[src/rtl/noise_fold_pkg.sv]
package noise_fold_pkg;
    localparam int SAMPLE_W = 12;
    localparam int NIB_W    = 5;
    localparam int WORD_W   = 32;
    localparam int CNT_W    = 8;

    typedef logic [NIB_W-1:0]  nib_t;
    typedef logic [WORD_W-1:0] word_t;
    typedef logic [CNT_W-1:0]  cnt_t;

    typedef struct packed {
        logic  fire;
        word_t value;
    } finished_t;

    function automatic word_t fold_step(word_t acc, nib_t nib);
        return (acc << NIB_W) ^ word_t'(nib);
    endfunction

    function automatic cnt_t eff_limit(cnt_t setting);
        return (setting == '0) ? cnt_t'(1) : setting;
    endfunction
endpackage

[src/rtl/nf_combine.sv]
module nf_combine
    import noise_fold_pkg::*;
(
    input  logic [SAMPLE_W-1:0] in_a,
    input  logic [SAMPLE_W-1:0] in_b,
    output nib_t                nib
);
    logic [SAMPLE_W-1:0] mixed;
    assign mixed = in_a ^ in_b;
    assign nib   = mixed[NIB_W-1:0];
endmodule

[src/rtl/nf_fold.sv]
module nf_fold
    import noise_fold_pkg::*;
(
    input  logic      clk,
    input  logic      rst,
    input  nib_t      nib,
    input  logic      nib_valid,
    input  cnt_t      fold_count,
    output finished_t fin
);
    word_t acc_q;
    cnt_t  cnt_q;
    word_t acc_next;
    logic  last;

    assign acc_next  = fold_step(acc_q, nib);
    assign last      = ({1'b0, cnt_q} + 1'b1) >= {1'b0, eff_limit(fold_count)};
    assign fin.fire  = nib_valid && last;
    assign fin.value = acc_next;

    always_ff @(posedge clk) begin
        if (rst) begin
            acc_q <= '0;
            cnt_q <= '0;
        end else if (nib_valid) begin
            if (last) begin
                acc_q <= '0;
                cnt_q <= '0;
            end else begin
                acc_q <= acc_next;
                cnt_q <= cnt_q + 1'b1;
            end
        end
    end


    idle_hold_chk: assert property (@(posedge clk) disable iff (rst)
        !nib_valid |=> ($stable(acc_q) && $stable(cnt_q)));


    restart_chk: assert property (@(posedge clk) disable iff (rst)
        fin.fire |=> (acc_q == '0 && cnt_q == '0));
endmodule

[src/rtl/nf_outstage.sv]
module nf_outstage
    import noise_fold_pkg::*;
(
    input  logic      clk,
    input  logic      rst,
    input  finished_t fin,
    input  logic      ack,
    output word_t     word,
    output logic      valid,
    output logic      ovr
);
    always_ff @(posedge clk) begin
        if (rst) begin
            word  <= '0;
            valid <= 1'b0;
            ovr   <= 1'b0;
        end else begin
            if (fin.fire) begin
                word  <= fin.value;
                valid <= 1'b1;
                if (valid && !ack) ovr <= 1'b1;
            end else if (ack) begin
                valid <= 1'b0;
            end
        end
    end


    hold_word_chk: assert property (@(posedge clk) disable iff (rst)
        (valid && !ack && !fin.fire) |=> (valid && $stable(word)));


    sticky_ovr_chk: assert property (@(posedge clk) disable iff (rst)
        ovr |=> ovr);


    present_chk: assert property (@(posedge clk) disable iff (rst)
        fin.fire |=> (valid && word == $past(fin.value)));
endmodule

[src/rtl/noise_fold_acc.sv]
module noise_fold_acc
    import noise_fold_pkg::*;
(
    input  logic                clk,
    input  logic                rst,
    input  logic [SAMPLE_W-1:0] samp_a,
    input  logic [SAMPLE_W-1:0] samp_b,
    input  logic                samp_valid,
    input  logic [CNT_W-1:0]    fold_count,
    output logic [WORD_W-1:0]   word_out,
    output logic                word_valid,
    input  logic                word_ack,
    output logic                overrun
);
    nib_t      nib;
    finished_t fin;

    nf_combine u_combine (
        .in_a (samp_a),
        .in_b (samp_b),
        .nib  (nib)
    );

    nf_fold u_fold (
        .clk        (clk),
        .rst        (rst),
        .nib        (nib),
        .nib_valid  (samp_valid),
        .fold_count (fold_count),
        .fin        (fin)
    );

    nf_outstage u_out (
        .clk   (clk),
        .rst   (rst),
        .fin   (fin),
        .ack   (word_ack),
        .word  (word_out),
        .valid (word_valid),
        .ovr   (overrun)
    );


    ack_and_fire_chk: assert property (@(posedge clk) disable iff (rst)
        (fin.fire && word_valid && word_ack && !overrun) |=> (word_valid && !overrun));
endmodule

[config.mk]
export PLATFORM = sky130hd
export DESIGN_NAME = noise_fold_acc
export DESIGN_NICKNAME = d
export VERILOG_FILES = /design/src/rtl/noise_fold_pkg.sv /design/src/rtl/nf_combine.sv /design/src/rtl/nf_fold.sv /design/src/rtl/nf_outstage.sv /design/src/rtl/noise_fold_acc.sv
export SDC_FILE = /design/constraint.sdc
export NUM_CORES = 1
export LEC_CHECK = 0
export BUFFER_PORTS_ARGS = -buffer_cell sky130_fd_sc_hd__buf_2
export CORE_MARGIN = 2
export CORE_UTILIZATION = 40
export CTS_BUF_LIST = sky130_fd_sc_hd__clkbuf_4
export DETAILED_ROUTE_END_ITERATION = 8
export REMOVE_ABC_BUFFERS = 1
export SLEW_MARGIN = 20
export SYNTH_ARGS = -nofsm -noshare
export SYNTH_HDL_FRONTEND = slang
export SYNTH_SLANG_ARGS = --single-unit
[constraint.sdc]
create_clock -name clk -period 3.6 [get_ports clk]
set_clock_uncertainty 0.1 [all_clocks]
set_input_delay 0.18 -clock clk [delete_from_list [all_inputs] [get_ports clk]]
set_output_delay 0.18 -clock clk [all_outputs]
set_load 0.02 [all_outputs]
# Word-level counts from Yosys, hierarchy flattened
# Index checks and enable logic that the tools add are counted.
# totals
inputBits	36
n_memories	0
mem_bits_rw	0
latch_bits	0
mem_bits_ro	0
regBits	69
# op_classes
n_reduce_logical	6
multipliers	0
shift	0
n_mux	5
addsub	2
div_mod_pow	0
bitwise_logic	2
n_lt_le_gt_ge	1
eq_ne	0
# ops
operator	count
bitwise XOR 32 x 5 -> 32 bit	1
2-to-1 mux 27 bit	1
2-to-1 mux 8 bit	2
adder 8 x 1 -> 9 bit (second input constant)	1
greater-or-equal comparator 9 x 8 -> 1 bit	1
adder 8 x 1 -> 8 bit (second input constant)	1
zero test 8 bit	1
bitwise XOR 5 bit	1
logical AND 1 bit	2
2-to-1 mux 1 bit	2
AND reduction 2 bit	1
nonzero test 2 bit	1
zero test 1 bit	1

# Depth between registers and ports, before layout
# Gate-level depths: netlist of run 1.
# depth
ltp_word	5
depth_mapped	12
depth_no_buf	10

# Cells and area by module
# From an unflattened synthesis of run 1, not the netlist that was laid out.
# unflattened
hier_cells	327
hier_area_um2	3176.8
# modules_own_cells
mod	area_each_um2	cells_each	n_inst
nf_fold	1893.1	211	1
nf_outstage	1239.9	111	1
nf_combine	43.8	5	1

# Worst setup path before layout of run 1
# OpenSTA, ideal clock, no wires.
# synth_timing
path_kind	reg-to-reg
startpoint	register u_fold.cnt_q[0]
endpoint	register u_fold.cnt_q[4]
required_ns	3.426
arrival_ns	2.569
setup_time_ns	0.074
stages_incl_launch_ff	12
path_buffers	1
setup_slack_ns	0.856
path_cell_list	dfxtp_1 -> ha_1 -> nand3_1 -> nor2_1 -> xnor2_1 -> ha_1 -> a21o_1 -> a221oi_2 -> o21ai_2 -> buf_6 -> or4_1 -> a31oi_1
# synth_via
elab_chain_cells	3
# synth_rtl
element	line_no	rtl
start: declaration	nf_fold.sv:12	cnt_t cnt_q;
start signal: assignment	nf_fold.sv:31	cnt_q <= cnt_q + 1'b1;
adder 8 x 1 -> 9 bit	nf_fold.sv:17	assign last = ({1'b0, cnt_q} + 1'b1) >= {1'b0, eff_limit(fold_count)};
greater-or-equal comparator 9 x 8 -> 1 bit	nf_fold.sv:17	
2-to-1 mux 8 bit (*)	nf_fold.sv:26	if (last) begin
# Every way passes the cells marked *; elsewhere a longest branch is shown, timed or not.
# A chain may end at the register's enable or synchronous reset.

# Worst setup path in the final report of run 1
# layout_timing
startpoint	register u_fold.cnt_q[0]
endpoint	register u_out.word[6]
# layout_via
elab_chain_cells	3
# layout_rtl
element	line_no	rtl
adder 8 x 1 -> 9 bit	nf_fold.sv:17	
greater-or-equal comparator 9 x 8 -> 1 bit	nf_fold.sv:17	
logical AND 1 bit	nf_fold.sv:18	assign fin.fire = nib_valid && last;
end signal: assignment	nf_outstage.sv:19	word <= fin.value;
end: declaration	nf_outstage.sv:8	output word_t word,
# Every way passes these cells.

==> results of run 1 <==
## area by class of cell
| type | count | share of cell area |
|---|---|---|
| tap | 105 | 0.0335 |
| clock inverter | 6 | 0.0137 |
| clock buffer | 10 | 0.0191 |
| inverter | 23 | 0.0220 |
| timing repair buffer | 74 | 0.117 |
| sequential | 69 | 0.352 |
| multi-input combinational | 251 | 0.443 |
## worst max-delay path by stage
stage,end,slack [ns],depth (start not counted)
6_report,u_out.word[6],0.41,10
5_1_grt,u_out.word[6],0.13,10
3_3_place_gp,u_out.word[1],0.52,10
4_1_cts,u_out.word[6],0.35,10
3_5_place_dp,u_out.word[16],0.40,10
2_1_floorplan,u_fold.acc_q[10],-1.34,5
## cell families (layout without fill, tap and decap cells)
| logic type | Yosys count | in the layout | synth area share |
|---|---|---|---|
| and+or+nand+nor | 119 | 119 | 0.163 |
| buffers and inverters | 63 | 113 | 0.0759 |
| xor gates and xnor gates | 11 | 11 | 0.0286 |
| AOI/OAI and AO/OA | 112 | 112 | 0.288 |
| adders and majority gates | 9 | 9 | 0.0335 |
| DFF | 69 | 69 | 0.411 |
## cell usage after synthesis, drive strengths merged (4+ instances only)
library cell / count / share of area
nand3: 5 / 0.0074
o32ai: 9 / 0.023
nand2: 71 / 0.079
inv: 22 / 0.025
a32oi: 27 / 0.070
ha: 9 / 0.033
dfxtp: 69 / 0.41
a211oi: 11 / 0.025
a32o: 22 / 0.065
xnor2: 5 / 0.013
o311ai: 27 / 0.070
clkbuf: 30 / 0.033
buf: 10 / 0.017
nor2: 4 / 0.0045
xor2: 6 / 0.016
and3: 23 / 0.043
nor3: 6 / 0.0089
## per-layer routing
metal  vias to the layer above  part of all wire  track usage
li1                       1561                 -            -
met1                      1488              0.47        0.220
met2                        80              0.47        0.297
met3                         7             0.049       0.0626
met4                         0            0.0097       0.0405
met5                         -                 0            0
## per-stage QoR
step           setup TNS, ns   util  instances
2_1_floorplan         -47.67      -        343
3_3_place_gp               0  0.451        511
3_5_place_dp               0  0.451        511
4_1_cts                    0  0.479        537
5_1_grt                    0  0.480        538
6_report                   0  0.480        538
## flip-flops by register name, indices dropped and copies added (netlist names)
name          count
u_out.word       32
u_fold.acc_q     27
u_fold.cnt_q      8
u_out.ovr         1
u_out.valid       1
## power by group
group / internal, mW / total, mW / leakage, nW / switching [mW]
clock network: 0.212 / 0.473 / 0.0689 / 0.261
registers: 0.774 / 0.781 / 0.557 / 0.00620
logic: 0.0450 / 0.117 / 0.912 / 0.0718
total: 1.03 / 1.37 / 1.54 / 0.339
## cell usage in the layout (no fill, tap or decap), types with 2 or more instances in the layout
| master | synthesis | layout |
|---|---|---|
| a32o_1 | 22 | 22 |
| o21a_1 | 2 | 2 |
| inv_2 | 0 | 2 |
| buf_2 | 9 | 55 |
| inv_1 | 22 | 21 |
| ha_1 | 9 | 9 |
| nand2_1 | 71 | 71 |
| and3_1 | 23 | 23 |
| clkbuf_4 | 0 | 10 |
| nor2_1 | 4 | 4 |
| nand3_1 | 5 | 5 |
| xnor2_1 | 5 | 5 |
| nand2b_1 | 2 | 2 |
| dlygate4sd3_1 | 0 | 11 |
| nor3_1 | 6 | 5 |
| a31oi_1 | 2 | 2 |
| dfxtp_1 | 69 | 69 |
| buf_4 | 0 | 7 |
| a211oi_1 | 11 | 11 |
| or3_1 | 2 | 2 |
| xor2_1 | 6 | 6 |
| o311ai_0 | 27 | 27 |
| o32ai_1 | 9 | 9 |
| clkinv_1 | 1 | 3 |
| a32oi_1 | 27 | 27 |
| a21o_1 | 3 | 3 |
| a21oi_1 | 3 | 3 |
## worst max-delay path, stage by stage, from the launching register on
cell and delay, ns:
dfxtp_1 0.44, ha_1 0.27, nand3_1 0.24, nor2_1 0.19, xnor2_1 0.18, ha_1 0.29, a21o_1 0.17, a221oi_2 0.38
o21ai_4 0.19, buf_4 0.26, o311ai_0 0.36
==> results.py, run 1 <==
metrics = {
    "clock_network": {
        "clockBufferDepth": 2,
        "clk_latency_ns": 0.39,
        "clk_pin_slew_worst_paths_ns": 0.11,
        "cts_buffers": 9,
        "htree_levels": 3,
        "cts-resized-gates": 0,
        "cts.sinks": 69,
        "cts_tree": "yes",
        "cts_setup_buffers": 0,
        "root_buffer": "clkbuf_4",
        "ctsHoldBuffers": 10,
    },
    "final_layout": {
        "syn_to_final_growth_pct": 16.7,
        "seqCellArea_um2": 1380,
        "fin_area_um2": 3930,
        "nNetsFinal": 473,
        "multi_input_area_um2": 1740,
        "fillers": 816,
        "n_antenna_cell": 0,
        "drive_gt1_frac": 0.187,
    },
    "timing": {
        "worstMarginPinSlew_ns": 0.852,
        "maxSlewViolCount": 0,
        "setup_slack_ns": 0.407,
        "grt_setup_unrepaired": "no",
        "hold_ws_ns": 0.144,
        "min_period_ns": 3.19,
        "hold_viol_final": 0,
        "slew_headroom": 0.431,
        "period_share": 0.887,
        "fmax_ghz": 0.313,
        "setup_viol": 0,
    },
    "critical_path": {
        "worst-setup-path-type": "flip-flop to flip-flop",
        "reg2regPathDepth": 10,
        "cp-start-kind": "flip-flop",
        "critPathLaunch": "u_fold.cnt_q[0]",
        "cp.required_ns": 3.78,
        "reg2reg_from": "u_fold.cnt_q[0]",
        "r2r-end": "u_out.word[6]",
        "cp.arrival_ns": 3.37,
        "regToRegSetupSlack_ns": 0.41,
        "cp-end-kind": "flip-flop",
        "crit_fanout": 28,
    },
    "die": {
        "fp-row-count": 33,
        "die_x_um": 95.7,
        "ios": 70,
        "die_h_um": 95.7,
        "dieArea_um2": 9160,
        "core_um2": 8180,
        "start_util": 0.411,
    },
    "route": {
        "ant_nets": 0,
        "first_pass_iters": 4,
        "drt_iter0_markers": 131,
        "num_vias": 3136,
        "routed_wl_um": 7610,
        "vias_per_cell": 5.83,
        "wl_per_cell_um": 14.2,
        "route.detailed.drc": 0,
    },
    "outcome": {
        "status": "finished, final reports clean",
    },
    "worst_hold_path": {
        "hold_class": "input pin to flip-flop",
        "min_path_cells": 2,
        "whs_endpoint": "u_fold.cnt_q[2]",
        "hold_start": "rst",
    },
    "power": {
        "p_leak_nw": 1.54,
        "power_mw": 1.37,
        "power_density_nw_per_um2": 349,
        "peakVddDrop_v": 0.000164,
    },
    "synth": {
        "netlist_area_um2": 3360,
        "avgSynthCellArea_um2": 8.78,
        "postSynth.asyncResetShare": 0,
        "syn_inst": 383,
        "synth_edf_count": 0,
        "synth-main-ff-cell": "dfxtp_1",
        "ys_seq_elements": 69,
        "seq_area_frac_synth": 0.411,
        "yosysWarnings": 0,
        "synthDistinctLibCells": 37,
    },
    "placed_design": {
        "gp_congestion": 0.788,
        "port_buffers": 55,
        "hpwl_um": 4680,
        "place_area_um2": 3690,
        "post-place-ws_ns": 0.401,
    },
    "grt": {
        "grt_use_total": 0.178,
        "grt_pass1_vias": 2915,
        "grt_first_pass_wirelength_um": 13100,
        "antenna_found_initial": 0,
        "grt_start_max_net_pins": 84,
        "overflow": 0,
    },
    "job": {
        "drv_cap": 0,
    },
}
(Power assumes the default switching activity.)
==> inputs of run 2 (changes only) <==
Settings changed: GPL_TIMING_DRIVEN set to 0.
==> run 2 against run 1 <==
Register-to-register slack worse by 0.21 ns; critical path depth is 1 higher; design area is 4.0% higher; non-clock buffer count is 1 higher; clock power is 49% higher; routed wire length is 7.0% higher; sequential share of layout area is 1.3 points lower; critical path type unchanged; highest routed layer unchanged.
==> results.py, run 2 (synthesis gave the netlist of run 1 again) <==
metrics = {
    "final_layout": {
        "regMostFlops": "u_out.word",
        "final_common_cell": "nand2_1",
        "syn_to_final_growth_pct": 21.4,
        "mostFrequentLayoutCells": "nand2_1, dfxtp_1, buf_2, a32oi_1, o311ai_0",
        "fillers": 792,
        "top_regs": "u_out.word (32), u_fold.acc_q (27), u_fold.cnt_q (8)",
        "n_antenna_cell": 0,
        "largest_reg_flops": 32,
        "nNetsFinal": 475,
        "drive_gt1_frac": 0.200,
        "seqCellArea_um2": 1380,
        "multi_input_area_um2": 1770,
    },
    "power": {
        "switching_share": 0.231,
        "peakVddDrop_v": 0.000250,
        "p_switching_uw": 372,
        "power_density_nw_per_um2": 395,
        "p_int_mw": 1.24,
        "p_leak_nw": 1.60,
        "pwr-share-comb": 0.077,
        "seq_power_share": 0.484,
        "clkPwrFrac": 0.438,
        "power_mw": 1.61,
    },
    "clock_network": {
        "root_buffer": "clkbuf_4",
        "clk_latency_ns": 0.42,
        "cts.sinks": 69,
        "clk_pin_slew_worst_paths_ns": 0.12,
        "htree_levels": 3,
        "cts_buffers": 9,
        "clockBufferDepth": 2,
        "cts_tree": "yes",
    },
    "die": {
        "ios": 70,
        "die_x_um": 95.7,
        "dieArea_um2": 9160,
        "die_h_um": 95.7,
        "fp-row-count": 33,
        "start_util": 0.411,
        "core_um2": 8180,
    },
    "route": {
        "drt_iter0_markers": 180,
        "routed_wl_um": 8150,
        "first_pass_iters": 4,
        "vias_per_cell": 5.76,
        "num_vias": 3109,
        "wl_per_cell_um": 15.1,
        "ant_nets": 0,
        "route.detailed.drc": 0,
    },
    "timing": {
        "maxSlewViolCount": 0,
        "period_share": 0.946,
        "hold_ws_ns": 0.113,
        "worstMarginPinSlew_ns": 0.695,
        "min_period_ns": 3.40,
        "hold_viol_final": 0,
        "grt_setup_unrepaired": "no",
        "setup_viol": 0,
        "slew_headroom": 0.535,
        "fmax_ghz": 0.294,
    },
    "worst_hold_path": {
        "whs_endpoint": "u_fold.cnt_q[2]",
        "hold_class": "input pin to flip-flop",
        "hold_start": "rst",
        "min_path_cells": 2,
    },
    "job": {
        "drv_cap": 0,
    },
    "placed_design": {
        "gp_congestion": 0.750,
        "hpwl_um": 4900,
        "port_buffers": 55,
    },
    "grt": {
        "grt_use_total": 0.180,
        "grt_pass1_vias": 2814,
        "grt_first_pass_wirelength_um": 13100,
        "overflow": 0,
        "antenna_found_initial": 0,
        "grt_start_max_net_pins": 55,
    },
    "critical_path": {
        "reg2regPathDepth": 11,
        "cp.required_ns": 3.79,
        "cp-end-kind": "flip-flop",
        "cp.arrival_ns": 3.59,
        "worst-setup-path-type": "flip-flop to flip-flop",
        "regToRegSetupSlack_ns": 0.20,
        "crit_fanout": 27,
        "r2r-end": "u_out.word[2]",
        "cp-start-kind": "flip-flop",
        "reg2reg_from": "u_fold.cnt_q[0]",
    },
    "outcome": {
        "status": "finished, final reports clean",
    },
}
==> run 2: stage by stage <==
| stage | instance area [µm²] | setup WS, ns | std cells | setup TNS (ns) | util |
|---|---|---|---|---|---|
| floorplan | 3190 | -1.34 | 343 | -47.67 | - |
| global placement | 3600 | -4.10 | 503 | -170.24 | 0.440 |
| detailed placement | 3730 | 0.124 | 511 | 0 | 0.457 |
| CTS | 4050 | 0.0669 | 538 | 0 | 0.495 |
| global route | 4080 | 0.0137 | 540 | 0 | 0.499 |
| finish | 4080 | 0.196 | 540 | 0 | 0.499 |
==> run 2: metal layers <==
layer  part of all wire  GRT usage
met1               0.48      0.234
met2               0.46      0.292
met3              0.050     0.0579
met4             0.0072     0.0429
met5                  0          0
==> run 2: final cells by class <==
type,count,share of cell area
multi-input cells,252,0.433
flip-flops and latches,69,0.338
repair buffers,75,0.125
clock inverters,7,0.0337
well taps,105,0.0322
inverters,23,0.0215
clock buffers,9,0.0166
==> run 2: how the worst max path moves through the flow <==
stage / end / cells past startpoint / from
floorplan: u_fold.acc_q[10] / 5 / u_fold.cnt_q[0]
global placement: u_fold.acc_q[19] / 5 / u_fold.cnt_q[0]
detailed placement: u_fold.acc_q[22] / 12 / u_fold.cnt_q[0]
CTS: u_out.word[2] / 11 / u_fold.cnt_q[0]
global route: u_fold.acc_q[1] / 10 / u_fold.cnt_q[0]
finish: u_out.word[2] / 11 / u_fold.cnt_q[0]
==> run 2: power groups by stage <==
stage | clock network [mW] | logic [mW] | registers [mW]
2_1_floorplan | 0 | 0.0571 | 0.797
3_3_place_gp | 0 | 0.0969 | 0.798
3_5_place_dp | 0 | 0.108 | 0.798
4_1_cts | 0.724 | 0.121 | 0.781
5_1_grt | 0.755 | 0.138 | 0.782
6_report | 0.707 | 0.125 | 0.781
==> run 2: critical path, stage by stage (launching register included) <==
cell and delay (ns):
dfxtp_1 0.45, ha_1 0.26, nand3_1 0.23, nor2_1 0.19
xnor2_1 0.17, ha_1 0.28, a21o_1 0.19, a221oi_4 0.46
o21ai_4 0.17, buf_16 0.21, o21ai_1 0.41, a211oi_1 0.14
==> run 2: what timing repair did <==
item | in CTS | in global routing
endpoints found under the hold margin | 6 | 0
gates resized for setup | 0 | 2
setup buffers | 0 | 1
endpoints found under the setup margin | 0 | 22
hold buffers | 11 | 0
==> inputs of run 3 (changes only) <==
Settings changed: BUFFER_PORTS_ARGS -buffer_cell sky130_fd_sc_hd__buf_2 to -buffer_cell sky130_fd_sc_hd__buf_4.
==> run 3 against run 2 <==
Routed wire length is 2.8% lower; combinational power about the same; design area rose by 1.1%; sequential power hardly changed; cell count is 0.56% lower; non-clock buffer count shrank 2; clock power shrank 31%; count of clock-buffer cells in the layout up 1; sequential share of layout area down 0.36 points; setup slack better by 0.097 ns.
==> results.py, run 3 (synthesis gave the netlist of run 1 again) <==
metrics = {
    "final_layout": {
        "fin_area_um2": 4130,
        "top_regs": "u_out.word (32), u_fold.acc_q (27), u_fold.cnt_q (8)",
        "syn_to_final_growth_pct": 22.7,
        "drive_gt1_frac": 0.192,
        "regMostFlops": "u_out.word",
        "utilization": 0.505,
        "stdcell_count": 537,
        "largest_reg_flops": 32,
        "nNetsFinal": 472,
        "mostFrequentLayoutCells": "nand2_1, dfxtp_1, buf_4, a32oi_1, o311ai_0",
        "final_common_cell": "nand2_1",
        "n_antenna_cell": 0,
    },
    "die": {
        "die_x_um": 95.7,
        "core_um2": 8180,
        "die_h_um": 95.7,
        "ios": 70,
        "dieArea_um2": 9160,
        "start_util": 0.411,
        "fp-row-count": 33,
    },
    "route": {
        "ant_nets": 0,
        "drt_iter0_markers": 148,
        "num_vias": 3102,
        "routed_wl_um": 7920,
        "vias_per_cell": 5.78,
        "route.detailed.drc": 0,
        "first_pass_iters": 4,
        "wl_per_cell_um": 14.7,
    },
    "grt": {
        "grt_use_total": 0.181,
        "grt_pass1_vias": 2873,
        "antenna_found_initial": 0,
        "overflow": 0,
        "grt_start_max_net_pins": 57,
        "grt_first_pass_wirelength_um": 13400,
    },
    "timing": {
        "setup_viol": 0,
        "slew_headroom": 0.526,
        "fmax_ghz": 0.302,
        "grt_setup_unrepaired": "no",
        "period_share": 0.919,
        "hold_viol_final": 0,
        "min_period_ns": 3.31,
        "worstMarginPinSlew_ns": 0.707,
        "maxSlewViolCount": 0,
    },
    "power": {
        "p_leak_nw": 1.57,
        "peakVddDrop_v": 0.000204,
        "power_density_nw_per_um2": 339,
        "power_mw": 1.40,
    },
    "critical_path": {
        "cp.arrival_ns": 3.51,
        "cpLargestDelayFamily": "compound AO/OA/AOI/OAI gates",
        "reg2reg_from": "u_fold.cnt_q[0]",
        "r2r-end": "u_out.word[2]",
        "crit_path_cell_trace": "ha_1 -> nand3_1 -> nor2_1 -> xnor2_1 -> ha_1 -> a21o_1 -> a221oi_2 -> o21ai_4 -> buf_8 -> o21ai_1 -> a211oi_1",
        "slowest_delay_ns": 0.44,
        "cp-end-kind": "flip-flop",
        "reg2regPathDepth": 11,
        "path_buf_inv": 1,
        "crit_fanout": 18,
        "cp.required_ns": 3.80,
        "cpMostUsedCell": "ha_1",
        "regToRegSetupSlack_ns": 0.29,
        "worst-setup-path-type": "flip-flop to flip-flop",
        "crit_slowest_cell": "dfxtp_1",
        "cp-start-kind": "flip-flop",
    },
    "worst_hold_path": {
        "hold_class": "input pin to flip-flop",
        "hold_start": "samp_a[1]",
        "whs_endpoint": "u_fold.acc_q[1]",
        "min_path_cells": 4,
    },
    "outcome": {
        "status": "finished, final reports clean",
    },
    "placed_design": {
        "gp_congestion": 0.765,
        "hpwl_um": 5050,
        "place_area_um2": 3900,
        "placed_cells": 512,
        "port_buffers": 55,
    },
    "clock_network": {
        "clockBufferDepth": 2,
        "cts_tree": "yes",
        "root_buffer": "clkbuf_4",
        "htree_levels": 3,
        "cts.sinks": 69,
        "clk_latency_ns": 0.42,
        "cts_buffers": 9,
        "clk_pin_slew_worst_paths_ns": 0.12,
        "cts_setup_buffers": 0,
    },
    "job": {
        "drv_cap": 0,
    },
}
run 3: changes by cell type in the layout (fill, tap and decap cells not counted), moves of 2 or more:
| cell | previous run | this run |
|---|---|---|
| buf_2 | 55 | 0 |
| buf_4 | 4 | 56 |
| buf_6 | 1 | 3 |
| bufinv_16 | 4 | 1 |
| clkinv_1 | 0 | 3 |
| dlygate4sd3_1 | 11 | 9 |
run 3: repair_timing:
action                     in CTS  in global routing
hold buffers                    9                  0
setup endpoints to repair       0                 16
resized for setup               0                  1
hold endpoints to repair        5                  0
run 3: worst max path at each step:
stage,from,end,cells past startpoint
after floorplan,u_fold.cnt_q[0],u_fold.acc_q[10],5
after global placement,u_fold.cnt_q[0],u_fold.acc_q[24],5
after detailed placement,u_fold.cnt_q[0],u_fold.acc_q[13],12
after CTS,u_fold.cnt_q[0],u_fold.acc_q[13],12
after global routing,u_fold.cnt_q[0],u_fold.cnt_q[4],11
final,u_fold.cnt_q[0],u_out.word[2],11
run 3: cell type report:
cell class                 instances  area, µm²
tap                              105        131
multi-input combinational        251       1750
timing repair buffer              73        649
sequential                        69       1380
clock inverter                     6       53.8
clock buffer                      10       75.1
fill                             810       4050
inverter                          23       87.6
run 3: power breakdown:
group / internal [mW] / switching (mW) / leakage [nW]
Combinational: 0.0530 / 0.0737 / 0.949
Clock: 0.212 / 0.279 / 0.0689
Sequential: 0.774 / 0.00621 / 0.557
run 3: metrics by stage:
step	setup TNS [ns]	setup slack, ns	hold slack (ns)
3_3_place_gp	-170.51	-4.10	0.350
4_1_cts	0	0.223	0.00559
6_report	0	0.293	0.00748
5_1_grt	0	0.00419	0.0283
3_5_place_dp	0	0.253	0.354
2_1_floorplan	-47.67	-1.34	0.149
run 3: metal layers:
layer	wire length, µm	track usage	vias to the layer above
met3	454	0.0572	7
met5	0	0	-
li1	-	-	1556
met4	87	0.0417	0
met1	3710	0.239	1459
met2	3670	0.291	80
run 3: tightest hold or removal path, cell delays in order:
cell	delay [ns]
buf_4	0.08
xor2_1	0.07
nand2_1	0.07
o32ai_1	0.06
